**src/rtl/pic_pkg.sv**
```systemverilog
package pic_pkg;
    localparam int NLINES = 8;
    localparam int IDW    = $clog2(NLINES);
    localparam int LINEW  = IDW + 1;

    // first-word field positions
    localparam int W1_START_BIT  = 4;
    localparam int W1_LEVEL_BIT  = 3;
    localparam int W1_SINGLE_BIT = 1;
    localparam int W1_NEED4_BIT  = 0;

    typedef enum logic [2:0] {
        SQ_WAIT1,
        SQ_WORD2,
        SQ_WORD3,
        SQ_WORD4,
        SQ_READY
    } seq_e;

    typedef struct packed {
        seq_e              st;
        logic              level;
        logic              single;
        logic              need4;
        logic [NLINES-1:0] casmap;
        logic [IDW-1:0]    id;
        logic [NLINES-1:0] mask;
    } seq_t;

    typedef struct packed {
        logic [NLINES-1:0] irr;
        logic [NLINES-1:0] cas_prev;
        logic              fwd;
        logic              err;
    } req_t;
endpackage

```
**src/rtl/pic_init_seq.sv**
```systemverilog
module pic_init_seq
    import pic_pkg::*;
(
    input  logic              clk,
    input  logic              rst_n,
    input  logic              cfg_master,
    input  logic              wr_en,
    input  logic              wr_a0,
    input  logic [NLINES-1:0] wr_data,
    output logic              init_start,
    output logic              level_mode,
    output logic [NLINES-1:0] casmap,
    output logic [IDW-1:0]    slave_id,
    output logic [NLINES-1:0] mask,
    output logic              ready
);
    seq_t seq_d, seq_q;

    always_comb begin
        seq_d      = seq_q;
        init_start = 1'b0;
        if (wr_en) begin
            if (!wr_a0) begin
                if (wr_data[W1_START_BIT]) begin
                    init_start   = 1'b1;
                    seq_d.st     = SQ_WORD2;
                    seq_d.level  = wr_data[W1_LEVEL_BIT];
                    seq_d.single = wr_data[W1_SINGLE_BIT];
                    seq_d.need4  = wr_data[W1_NEED4_BIT];
                    if (wr_data[W1_SINGLE_BIT]) begin
                        seq_d.casmap = '0;
                        seq_d.id     = '0;
                    end
                end
            end else begin
                unique case (seq_q.st)
                    SQ_WORD2: begin
                        if (seq_q.single)
                            seq_d.st = seq_q.need4 ? SQ_WORD4 : SQ_READY;
                        else
                            seq_d.st = SQ_WORD3;
                    end
                    SQ_WORD3: begin
                        if (cfg_master) seq_d.casmap = wr_data;
                        else            seq_d.id     = wr_data[IDW-1:0];
                        seq_d.st = seq_q.need4 ? SQ_WORD4 : SQ_READY;
                    end
                    SQ_WORD4: seq_d.st   = SQ_READY;
                    SQ_READY: seq_d.mask = wr_data;
                    default:  ;
                endcase
            end
        end
    end

    always_ff @(posedge clk) begin
        if (!rst_n) begin
            seq_q        <= '0;
            seq_q.st     <= SQ_WAIT1;
            seq_q.mask   <= '1;
        end else begin
            seq_q <= seq_d;
        end
    end

    assign level_mode = seq_q.level;
    assign casmap     = seq_q.casmap;
    assign slave_id   = seq_q.id;
    assign mask       = seq_q.mask;
    assign ready      = (seq_q.st == SQ_READY);

    AST_MASK_ONLY_WHEN_READY: assert property (@(posedge clk) disable iff (!rst_n)
        !$stable(seq_q.mask) |-> $past(seq_q.st == SQ_READY && wr_en && wr_a0));
    AST_SINGLE_CLEARS_CFG: assert property (@(posedge clk) disable iff (!rst_n)
        (wr_en && !wr_a0 && wr_data[W1_START_BIT] && wr_data[W1_SINGLE_BIT])
        |=> (seq_q.casmap == '0 && seq_q.id == '0));
    AST_SINGLE_SKIPS_WORD3: assert property (@(posedge clk) disable iff (!rst_n)
        (wr_en && wr_a0 && seq_q.st == SQ_WORD2 && seq_q.single)
        |=> (seq_q.st != SQ_WORD3));
    AST_WORD4_ONLY_IF_ASKED: assert property (@(posedge clk) disable iff (!rst_n)
        (seq_q.st == SQ_WORD4) |-> seq_q.need4);
endmodule

```
**src/rtl/pic_req_unit.sv**
```systemverilog
module pic_req_unit
    import pic_pkg::*;
(
    input  logic              clk,
    input  logic              rst_n,
    input  logic              cfg_master,
    input  logic              clear,
    input  logic              level_mode,
    input  logic [NLINES-1:0] casmap,
    input  logic [NLINES-1:0] mask,
    input  logic [IDW-1:0]    slave_id,
    input  logic              req_valid,
    input  logic [LINEW-1:0]  req_line,
    input  logic [NLINES-1:0] cas_in,
    output logic              int_out,
    output logic              fwd_valid,
    output logic [IDW-1:0]    fwd_line,
    output logic              line_err
);
    req_t req_d, req_q;
    logic [NLINES-1:0] hit, cas_new, cas_hit, accept;
    logic              bad;

    always_comb begin
        req_d   = req_q;
        hit     = '0;
        bad     = req_valid && (req_line >= LINEW'(NLINES));
        if (req_valid && !bad)
            hit[req_line[IDW-1:0]] = 1'b1;
        cas_new = level_mode ? cas_in : (cas_in & ~req_q.cas_prev);
        cas_hit = cfg_master ? (cas_new & casmap) : '0;
        accept  = (hit | cas_hit) & ~mask;
        if (clear)           req_d.irr = '0;
        else if (level_mode) req_d.irr = accept;
        else                 req_d.irr = req_q.irr | accept;
        req_d.cas_prev = cas_in;
        req_d.fwd      = !cfg_master && (|accept);
        req_d.err      = bad;
    end

    always_ff @(posedge clk) begin
        if (!rst_n) req_q <= '0;
        else        req_q <= req_d;
    end

    assign int_out   = |(req_q.irr & ~mask);
    assign fwd_valid = req_q.fwd;
    assign fwd_line  = slave_id;
    assign line_err  = req_q.err;

    AST_MASKED_NOT_FORWARDED: assert property (@(posedge clk) disable iff (!rst_n)
        (!cfg_master && req_valid && req_line < LINEW'(NLINES)
         && mask[req_line[IDW-1:0]]) |=> !fwd_valid);
    AST_FWD_NEEDS_REQUEST: assert property (@(posedge clk) disable iff (!rst_n)
        fwd_valid |-> $past(req_valid && !cfg_master));
    AST_BAD_LINE_NO_FWD: assert property (@(posedge clk) disable iff (!rst_n)
        line_err |-> !fwd_valid);
    AST_EDGE_STICKY: assert property (@(posedge clk) disable iff (!rst_n)
        (!level_mode && !clear) |=> ((req_q.irr & $past(req_q.irr)) == $past(req_q.irr)));
endmodule

```
**src/rtl/cascade_pic.sv**
```systemverilog
module cascade_pic
    import pic_pkg::*;
(
    input  logic              clk,
    input  logic              rst_n,
    input  logic              cfg_master,
    input  logic              wr_en,
    input  logic              wr_a0,
    input  logic [NLINES-1:0] wr_data,
    input  logic              req_valid,
    input  logic [LINEW-1:0]  req_line,
    input  logic [NLINES-1:0] cas_in,
    output logic              int_out,
    output logic              fwd_valid,
    output logic [IDW-1:0]    fwd_line,
    output logic              line_err,
    output logic              ready
);
    logic              init_start, level_mode;
    logic [NLINES-1:0] casmap, mask;
    logic [IDW-1:0]    slave_id;

    pic_init_seq u_seq (
        .clk        (clk),
        .rst_n      (rst_n),
        .cfg_master (cfg_master),
        .wr_en      (wr_en),
        .wr_a0      (wr_a0),
        .wr_data    (wr_data),
        .init_start (init_start),
        .level_mode (level_mode),
        .casmap     (casmap),
        .slave_id   (slave_id),
        .mask       (mask),
        .ready      (ready)
    );

    pic_req_unit u_req (
        .clk        (clk),
        .rst_n      (rst_n),
        .cfg_master (cfg_master),
        .clear      (init_start),
        .level_mode (level_mode),
        .casmap     (casmap),
        .mask       (mask),
        .slave_id   (slave_id),
        .req_valid  (req_valid),
        .req_line   (req_line),
        .cas_in     (cas_in),
        .int_out    (int_out),
        .fwd_valid  (fwd_valid),
        .fwd_line   (fwd_line),
        .line_err   (line_err)
    );

    AST_RESTART_DROPS_READY: assert property (@(posedge clk) disable iff (!rst_n)
        (wr_en && !wr_a0 && wr_data[W1_START_BIT]) |=> !ready);
    AST_RESTART_CLEARS_INT: assert property (@(posedge clk) disable iff (!rst_n)
        (wr_en && !wr_a0 && wr_data[W1_START_BIT]) |=> !int_out);
endmodule

```
**config.mk**
```make
export PLATFORM = sky130hd
export DESIGN_NAME = cascade_pic
export DESIGN_NICKNAME = d
export VERILOG_FILES = /design/src/rtl/pic_pkg.sv /design/src/rtl/pic_init_seq.sv /design/src/rtl/pic_req_unit.sv /design/src/rtl/cascade_pic.sv
export SDC_FILE = /design/constraint.sdc
export NUM_CORES = 1
export LEC_CHECK = 0
export BUFFER_PORTS_ARGS = -buffer_cell sky130_fd_sc_hd__buf_2
export CAP_MARGIN = 20
export CORE_MARGIN = 1.5
export CORE_UTILIZATION = 55
export CTS_CLUSTER_DIAMETER = 120
export CTS_CLUSTER_SIZE = 8
export DETAILED_ROUTE_END_ITERATION = 8
export GPL_TIMING_DRIVEN = 1
export PLACE_DENSITY = 0.78
export SLEW_MARGIN = 20
export SYNTH_ARGS = -nofsm -noshare
export SYNTH_HDL_FRONTEND = slang
export SYNTH_SLANG_ARGS = --single-unit
```
**constraint.sdc**
```tcl
create_clock -name clk -period 2.29 [get_ports clk]
set_input_delay 0.458 -clock clk [delete_from_list [all_inputs] [get_ports clk]]
set_output_delay 0.458 -clock clk [all_outputs]
set_load 0.02 [all_outputs]
```
==> flow_summary.json <==
{
  "r2r_cells": 4,
  "grt_max_degree": 31,
  "top_usage_layer": "met2",
  "cp_cell_sequence": "inv_1, a22oi_1, nand4_1, buf_2",
  "ioPinCount": 33,
  "hp-class": "primary input to register",
  "die_area_sq_um": 4010,
  "die_h_um": 63.3,
  "grt_pass1_vias": 1571,
  "rows": 21,
  "cts.sinks": 43,
  "status": "finished, final reports clean",
  "crit_fanout": 3,
  "setup_viol": 0,
  "grt_pass1_wl_um": 7290,
  "ctsHoldBuffers": 0,
  "cts_setup_buffers": 0,
  "cp-end-kind": "primary output",
  "cts_root_buf": "clkbuf_4",
  "leakage_nw": 0.920,
  "ys.flop_type": "dfxtp_1",
  "synthDistinctLibCells": 45,
  "clk_latency_ps": 350,
  "use_met2_pct": 36.2,
  "cp_top_family": "flip-flops",
  "ys_warn_count": 0,
  "worstPathArrival_ps": 1320,
  "worst-endpoint-required_ps": 1830,
  "vias": 1659,
  "rsz0062_at_grt": "false",
  "gp_congestion": 0.856,
  "rr_endpoint": "u_seq.casmap[1]",
  "cp.buffers_inverters": 2,
  "synth-seq-cells": 43,
  "cts-htree-levels": 2,
  "rrSetupSlack_ps": 700,
  "drt_first_pass_iters": 4,
  "port-buffer-count": 32,
  "r2r_start": "u_seq.seq_q[24]",
  "synthCells": 226,
  "antenna_found_initial": 0,
  "cp-endpoint": "int_out",
  "slowest_stage": "dfxtp_1",
  "synth_edf_count": 0,
  "final_antenna_net_count": 0,
  "drt_iter0_drc": 137,
  "tightest_slew_ps": 567,
  "fin_skew_ps": 12.9,
  "cts_buffers": 5,
  "stdcell_count": 298,
  "syn2layout_area_growth_pct": 9.88,
  "drc": 0,
  "hold_ws_ps": 306,
  "yosysSeqAreaShare_pct": 43.0,
  "start_util_pct": 58.6,
  "hold_violations": 0,
  "avgViaCountPerCell": 5.57,
  "grtUsageMet3_pct": 6.61,
  "drive_above_1_share_pct": 18.3,
  "critical_path.startpoint_type": "register",
  "slew_headroom_pct": 62.2,
  "fmax_mhz": 562,
  "fin_tns_setup_ps": 0,
  "ctsResizeCount": 0,
  "overflow": 0,
  "async_flop_share_pct": 0,
  "powerDensity_nw_per_um2": 566,
  "syn-cell-area_sq_um": 2000,
  "max_stage_delay_ps": 370,
  "layout.nets": 277,
  "finalCriticalPeriod_ps": 1780,
  "detailed_place_hpwl_um": 3170,
  "cp.depth": 4,
  "grtUsageTotal_pct": 23.1,
  "peakVddDrop_mv": 0.401,
  "fp.coreArea_sq_um": 3420,
  "syn-num-nets": 252,
  "die_x_um": 63.3,
  "finalCritPeriodShare_pct": 77.6,
  "yosys.area.top_type": "dfxtp_1",
  "diodes": 0,
  "synthTopCellsByArea": "dfxtp_1 (43%), nand2_1 (5.6%), mux2i_1 (4.5%)",
  "met1_usage_pct": 30.2,
  "wl_per_cell_um": 14.2,
  "avgSynthCellArea_sq_um": 8.85,
  "drt_wl_total_um": 4220,
  "maxSlewViolCount": 0,
  "netlist.area_leader.share_pct": 43.0,
  "crit_type": "register to primary output",
  "cap_violations": 0,
  "cts.path.max_buffers": 2,
  "path_clk_slew_ps": 130,
  "place_inst": 290,
  "critPathLaunch": "u_seq.mask[6]",
  "cts_tree": "done"
}
registers in the layout, summed over array words and instances, names as in the netlist:
name and count:
u_seq.slave_id 3, u_req.line_err 1, u_req.req_q 16, u_seq.seq_q 5, u_seq.mask 8, u_seq.level_mode 1, u_seq.casmap 8, u_req.fwd_valid 1
cell type report:
cell class / count / area (sq um)
tap: 46 / 57.6
multi-input combinational: 157 / 1020
sequential: 43 / 861
clock inverter: 2 / 12.5
timing repair buffer: 33 / 168
clock buffer: 6 / 41.3
fill: 312 / 1220
inverter: 11 / 41.3
worst min path at each step:
stage / from / endpoint / slack [ps] / cells past startpoint
floorplan: u_seq.casmap[3] / u_seq.casmap[3] / 430 / 2
global placement: u_seq.level_mode / u_seq.level_mode / 440 / 2
detailed placement: u_seq.level_mode / u_seq.level_mode / 460 / 2
CTS: cas_in[6] / u_req.req_q[8] / 300 / 2
global route: cas_in[0] / u_req.req_q[2] / 300 / 2
finish: cas_in[6] / u_req.req_q[8] / 310 / 2
synthesized netlist by cell type, drive strengths merged, types with 2 or more instances:
cell type / count
and4b: 2
a22oi: 5
o211ai: 9
inv: 11
a21boi: 8
clkbuf: 6
nor2b: 11
nand3: 2
o21ai: 2
nand2b: 2
a221oi: 3
and2: 12
a31oi: 4
nor2: 10
and4bb: 3
buf: 9
or2: 6
nand4b: 8
dfxtp: 43
nand2: 30
a21oi: 15
mux2i: 9
metal layers:
metal  wire length (um)  vias to the layer above
met3                181                       11
met5                  0                        -
met1               2070                      766
met2               1880                       38
li1                   -                      844
met4                 92                        0
where the power goes:
group,total [mW],internal (mW),switching [mW],leakage (nW)
combinational,0.114,0.0485,0.0654,0.542
sequential,0.771,0.763,0.00806,0.350
clock,0.360,0.119,0.241,0.0282
total,1.25,0.930,0.315,0.920
through the flow:
step | setup slack [ps] | cell area (sq um) | power [mW] | util (%)
after floorplan | 891 | 2000 | 0.858 | -
after global placement | 496 | 2140 | 0.900 | 62.8
after detailed placement | 414 | 2140 | 0.902 | 62.8
after CTS | 525 | 2200 | 1.26 | 64.4
after global routing | 427 | 2200 | 1.31 | 64.4
final | 512 | 2200 | 1.25 | 64.4
cells in the final DEF (no fill, tap or decap), types with 8 or more instances in the layout:
| cell type | netlist | routed |
|---|---|---|
| dfxtp_1 | 43 | 43 |
| buf_2 | 5 | 32 |
| nand2_1 | 30 | 30 |
| a21oi_1 | 15 | 15 |
| and2_1 | 12 | 12 |
| inv_1 | 11 | 11 |
| nor2b_1 | 11 | 11 |
| nor2_1 | 10 | 10 |
| mux2i_1 | 9 | 9 |
| o211ai_1 | 8 | 8 |
| nand4b_1 | 8 | 8 |
logic make-up (layout without fill, tap and decap cells):
group,count (synthesis),after routing,share of synthesized area (%)
flip-flops,43,43,43.0
buffers and inverters,26,52,6.13
multiplexers,10,10,5.07
AO/OA/AOI/OAI,53,53,18.8
AND/OR/NAND/NOR,94,94,27.0
(Power assumes the default switching activity.)
